### src/rtl/lpm_pkg.sv
package lpm_pkg;
  typedef enum logic [2:0] {
    M_RUN   = 3'd0,
    M_PEND  = 3'd1,
    M_SLEEP = 3'd2,
    M_STOP  = 3'd3,
    M_WAKE  = 3'd4
  } lpm_mode_e;
endpackage

### src/rtl/lpm_fsm.sv
module lpm_fsm
  import lpm_pkg::*;
(
  input  logic      clk,
  input  logic      rst,
  input  logic      wfi_req,
  input  logic      deep_sel,
  input  logic      sleep_on_exit,
  input  logic      flash_busy,
  input  logic      bus_busy,
  input  logic      wake_evt,
  input  logic      hsi_ready,
  output lpm_mode_e mode_q,
  output lpm_mode_e mode_d
);
  always_comb begin
    mode_d = mode_q;
    unique case (mode_q)
      M_RUN: begin
        if (wfi_req && deep_sel)           mode_d = M_PEND;
        else if (wfi_req && sleep_on_exit) mode_d = M_SLEEP;
      end
      M_PEND: begin
        if (wake_evt)                      mode_d = M_RUN;
        else if (!flash_busy && !bus_busy) mode_d = M_STOP;
      end
      M_SLEEP: if (wake_evt)  mode_d = M_RUN;
      M_STOP:  if (wake_evt)  mode_d = M_WAKE;
      M_WAKE:  if (hsi_ready) mode_d = M_RUN;
      default: mode_d = M_RUN;
    endcase
  end

  always_ff @(posedge clk) begin
    if (rst) mode_q <= M_RUN;
    else     mode_q <= mode_d;
  end
endmodule

### src/rtl/lpm_outs.sv
module lpm_outs
  import lpm_pkg::*;
#(
  parameter int SEL_W   = 2,
  parameter int HSI_SEL = 0
)(
  input  logic             clk,
  input  logic             rst,
  input  lpm_mode_e        mode_q,
  input  lpm_mode_e        mode_d,
  input  logic             lp_reg_sel,
  input  logic             cfg_wr,
  input  logic [SEL_W-1:0] cfg_sel,
  input  logic             cfg_pll,
  input  logic             cfg_hse,
  output logic             core_clk_en,
  output logic             hsi_en,
  output logic             pll_en,
  output logic             hse_en,
  output logic             reg_lowpwr,
  output logic [SEL_W-1:0] sys_clk_sel,
  output logic             stop_exit_pulse
);
  localparam logic [SEL_W-1:0] SEL_RESET = SEL_W'(HSI_SEL);

  logic [SEL_W-1:0] sel_q, sel_n;
  logic             pll_q, pll_n, hse_q, hse_n, lp_q, lp_n;
  logic             leave_stop, osc_gated, core_on;

  always_comb begin
    leave_stop = (mode_q == M_WAKE) && (mode_d == M_RUN);
    osc_gated  = (mode_d == M_STOP) || (mode_d == M_WAKE);
    core_on    = (mode_d == M_RUN)  || (mode_d == M_PEND);
    sel_n = sel_q;
    pll_n = pll_q;
    hse_n = hse_q;
    if (leave_stop) begin
      sel_n = SEL_RESET;
      pll_n = 1'b0;
      hse_n = 1'b0;
    end else if (cfg_wr && mode_q == M_RUN) begin
      sel_n = cfg_sel;
      pll_n = cfg_pll;
      hse_n = cfg_hse;
    end
    lp_n = (mode_q == M_PEND && mode_d == M_STOP) ? lp_reg_sel : lp_q;
  end

  always_ff @(posedge clk) begin
    if (rst) begin
      sel_q           <= SEL_RESET;
      pll_q           <= 1'b0;
      hse_q           <= 1'b0;
      lp_q            <= 1'b0;
      core_clk_en     <= 1'b1;
      hsi_en          <= 1'b1;
      pll_en          <= 1'b0;
      hse_en          <= 1'b0;
      reg_lowpwr      <= 1'b0;
      sys_clk_sel     <= SEL_RESET;
      stop_exit_pulse <= 1'b0;
    end else begin
      sel_q           <= sel_n;
      pll_q           <= pll_n;
      hse_q           <= hse_n;
      lp_q            <= lp_n;
      core_clk_en     <= core_on;
      hsi_en          <= (mode_d != M_STOP);
      pll_en          <= pll_n && !osc_gated;
      hse_en          <= hse_n && !osc_gated;
      reg_lowpwr      <= lp_n && osc_gated;
      sys_clk_sel     <= sel_n;
      stop_exit_pulse <= leave_stop;
    end
  end
endmodule

### src/rtl/lpm_sequencer.sv
module lpm_sequencer
  import lpm_pkg::*;
#(
  parameter int SEL_W   = 2,
  parameter int HSI_SEL = 0
)(
  input  logic             clk,
  input  logic             rst,
  input  logic             wfi_req,
  input  logic             deep_sel,
  input  logic             sleep_on_exit,
  input  logic             lp_reg_sel,
  input  logic             flash_busy,
  input  logic             bus_busy,
  input  logic             wake_evt,
  input  logic             hsi_ready,
  input  logic             cfg_wr,
  input  logic [SEL_W-1:0] cfg_sel,
  input  logic             cfg_pll,
  input  logic             cfg_hse,
  output logic [2:0]       mode,
  output logic             core_clk_en,
  output logic             hsi_en,
  output logic             pll_en,
  output logic             hse_en,
  output logic             reg_lowpwr,
  output logic [SEL_W-1:0] sys_clk_sel,
  output logic             stop_exit_pulse
);
  lpm_mode_e mode_q, mode_d;

  lpm_fsm u_fsm (
    .clk(clk), .rst(rst), .wfi_req(wfi_req), .deep_sel(deep_sel),
    .sleep_on_exit(sleep_on_exit), .flash_busy(flash_busy), .bus_busy(bus_busy),
    .wake_evt(wake_evt), .hsi_ready(hsi_ready), .mode_q(mode_q), .mode_d(mode_d)
  );

  lpm_outs #(.SEL_W(SEL_W), .HSI_SEL(HSI_SEL)) u_outs (
    .clk(clk), .rst(rst), .mode_q(mode_q), .mode_d(mode_d),
    .lp_reg_sel(lp_reg_sel), .cfg_wr(cfg_wr), .cfg_sel(cfg_sel),
    .cfg_pll(cfg_pll), .cfg_hse(cfg_hse), .core_clk_en(core_clk_en),
    .hsi_en(hsi_en), .pll_en(pll_en), .hse_en(hse_en), .reg_lowpwr(reg_lowpwr),
    .sys_clk_sel(sys_clk_sel), .stop_exit_pulse(stop_exit_pulse)
  );

  assign mode = mode_q;
endmodule

### config.mk
export PLATFORM = sky130hd
export DESIGN_NAME = lpm_sequencer
export DESIGN_NICKNAME = d
export VERILOG_FILES = /design/src/rtl/lpm_pkg.sv /design/src/rtl/lpm_fsm.sv /design/src/rtl/lpm_outs.sv /design/src/rtl/lpm_sequencer.sv
export SDC_FILE = /design/constraint.sdc
export NUM_CORES = 1
export LEC_CHECK = 0
export BUFFER_PORTS_ARGS = -buffer_cell sky130_fd_sc_hd__buf_2
export CAP_MARGIN = 25
export CORE_MARGIN = 3
export CORE_UTILIZATION = 34
export CTS_BUF_LIST = sky130_fd_sc_hd__clkbuf_16
export DETAILED_ROUTE_END_ITERATION = 6
export PLACE_DENSITY_LB_ADDON = 0.05
export SETUP_SLACK_MARGIN = 0.5
export SYNTH_ARGS = -nofsm -noshare
export SYNTH_HDL_FRONTEND = slang
export SYNTH_SLANG_ARGS = --single-unit
### constraint.sdc
create_clock -name clk -period 1.66 [get_ports clk]
set_clock_uncertainty 0.15 [all_clocks]
set_input_delay 0.332 -clock clk [delete_from_list [all_inputs] [get_ports clk]]
set_output_delay 0.332 -clock clk [all_outputs]
set_load 0.02 [all_outputs]
==> out/qor.csv <==
metric,value,unit
ys_types,21,
syn_avg_cell_area,10.0,um2
synth_cells,53,
finalHoldViolCount,0,
path_max_fanout,7,
yosys_warnings,0,
grt_max_degree,9,
hp-class,in2reg,
fin_crit,1.40,ns
dr.pass1.iters,4,
fin_ws,0.261,ns
core,0.00138,mm2
fillerInstances,109,
fp.dieW,45.5,um
synth_edf_count,0,
rsz0062_at_grt,true,
cts_tree,yes,
ys_async_sr_fraction,0,%
fin_setup_tns,0,ns
drtIter0Drc,7,
die_y,45.5,um
crit_type,reg2reg,
cts_htree_levels,1,
p_sw_share,20.5,%
antenna_found_initial,0,
port_buffers,25,
vias,490,
min_from,rst,
crit_path_end,u_outs.core_clk_en,
status,finished clean,
synth_largest_area_cell,dfxtp_1,
dieArea,0.00207,mm2
worstSkewPairLatency,0.24,ns
io_pins,26,
drc_errors,0,
grt_usage,14.3,%
postCtsHoldBufs,0,
fmax,715,MHz
wl_per_cell,12.8,um
power.internal,0.726,mW
register_area,300,um2
reg2reg_from,u_fsm.mode_q[0],
syn_area,532,um2
whs,0.168,ns
finalSetupViolations,0,
antenna_cells,0,
worstMarginPinSlew,0.272,ns
vias_per_cell,5.05,
switching_power,0.187,mW
cp_data_arrival_time,1.37,ns
synth_top_area_share,52.7,%
overflow,0,
p_per_area,1010,mW/mm2
period_share,84.3,%
cts_buffer_depth,2,
cts_root_buffer,clkbuf_16,
cp-start-kind,flop,
ant_nets,0,
multiInputGateArea,297,um2
combPwrFrac,12.8,%
grt_pass1_vias,491,
gp_congestion,0.710,
synthToLayoutAreaGrowth,69.4,%
cts_made_buffers,3,
synth_seq_cells,14,
cts_sinks,14,
synth_nets,68,
start_util,38.5,%
dp_hpwl,868,um
maxCapViolCount,0,
pwr-share-clk,47.4,%
crit_start,u_fsm.mode_q[0],
grt_pass1_wl,2.10,mm
end_kind,flop,
reg2regPathDepth,5,
rows,13,
worst_ep_required_time,1.63,ns
synth_flop_cell,dfxtp_1,
final_nets,99,
p_seq_share,39.9,%
yosysSeqAreaShare,52.7,%
reg2reg_to,u_outs.core_clk_en,
routed_wirelength,1.24,mm
pre_cts_ws,0.187,ns
synth_area_leaders,"dfxtp_1 53%, mux2i_1 7.5%, nor2_1 5.6%",
ir_drop,894,uV
slew_headroom,81.6,%
drv_slew,0,
p_leak,0.398,nW
r2r_slack,0.26,ns
path_clk_slew,0.04,ns
drive_gt1_share,63.4,%
cells in the mapped netlist (2+ instances only):
| library cell | number |
|---|---|
| a21oi_1 | 3 |
| dfxtp_1 | 14 |
| nand4b_1 | 2 |
| nor4_1 | 2 |
| o21ai_0 | 2 |
| and2_1 | 3 |
| nand2_1 | 3 |
| nor2_1 | 8 |
| mux2i_1 | 4 |
stage by stage:
stage	total power, mW	cell area, um2	util, %	instances
3_5_place_dp	0.452	678	49.0	92
5_1_grt	0.952	901	65.2	97
4_1_cts	0.917	871	63.0	96
2_1_floorplan	0.419	546	-	53
6_report	0.913	901	65.2	97
3_3_place_gp	0.452	678	49.0	92
placed cells by master (no fill, tap or decap), types with 2 or more instances in the layout:
cell / n
dfxtp_2: 7
a21oi_2: 2
nor2_1: 8
nor4_1: 2
clkbuf_16: 3
dfxtp_1: 4
nand2_1: 3
mux2i_1: 2
buf_6: 11
buf_2: 15
and2_1: 2
mux2i_2: 2
nand4b_1: 2
dfxtp_4: 3
repair_timing:
item / CTS / global route
pin swaps: 2 / 6
setup buffers: 1 / 1
resized for setup: 36 / 6
setup endpoints to repair: 23 / 22
sequential cells by signal, summed over array words and instances (netlist names):
signal	cells
u_fsm.mode_q	3
u_outs.sys_clk_sel	2
u_outs.hse_en	1
u_outs.pll_q	1
u_outs.lp_q	1
u_outs.core_clk_en	1
u_outs.hse_q	1
u_outs.pll_en	1
u_outs.reg_lowpwr	1
u_outs.hsi_en	1
u_outs.stop_exit_pulse	1
cell families (layout without fill, tap and decap cells):
kind of cell           count (synthesis)  count (layout)  synth area share (%)
and+or+nand+nor                       24              24                  25.2
AOI/OAI and AO/OA                      8               8                  9.65
muxes                                  5               5                  9.65
buffers and inverters                  2              31                  2.82
DFF                                   14              14                  52.7
worst max-delay path, stage by stage, from the launching register on:
cell      delay, ns
dfxtp_4        0.37
nor3_4         0.19
nand4b_1       0.21
buf_4          0.20
a21oi_2        0.12
a21oi_1        0.05
per-layer routing:
metal | vias up | track usage, % | part of all wire (%)
met4 | 0 | 8.77 | 1.4
met5 | - | 0 | 0
li1 | 246 | - | -
met3 | 2 | 3.95 | 8.1
met2 | 16 | 19.8 | 46
met1 | 226 | 19.2 | 45
cell type report:
cell class	count	share of cell area (%)
flip-flops and latches	14	33.3
multi-input cells	37	32.9
well taps	15	2.08
inverters	1	0.417
clock buffers	3	8.33
repair buffers	27	22.9
power by group through the flow:
stage | sequential [mW] | combinational [mW] | clock (mW)
after floorplan | 0.378 | 0.0415 | 0
after global placement | 0.365 | 0.0874 | 0
after detailed placement | 0.365 | 0.0875 | 0
after CTS | 0.363 | 0.109 | 0.445
after global routing | 0.366 | 0.126 | 0.460
final | 0.364 | 0.116 | 0.432
how the worst min path moves through the flow:
stage,to,slack (ns),cells after the start
after global placement,u_outs.sys_clk_sel[0],0.32,2
after detailed placement,u_outs.sys_clk_sel[1],0.33,2
after global routing,u_fsm.mode_q[1],0.18,2
final,u_fsm.mode_q[1],0.17,2
after CTS,u_fsm.mode_q[1],0.16,2
after floorplan,u_fsm.mode_q[0],0.24,1
Note: power is estimated with default switching activity, not from simulation.
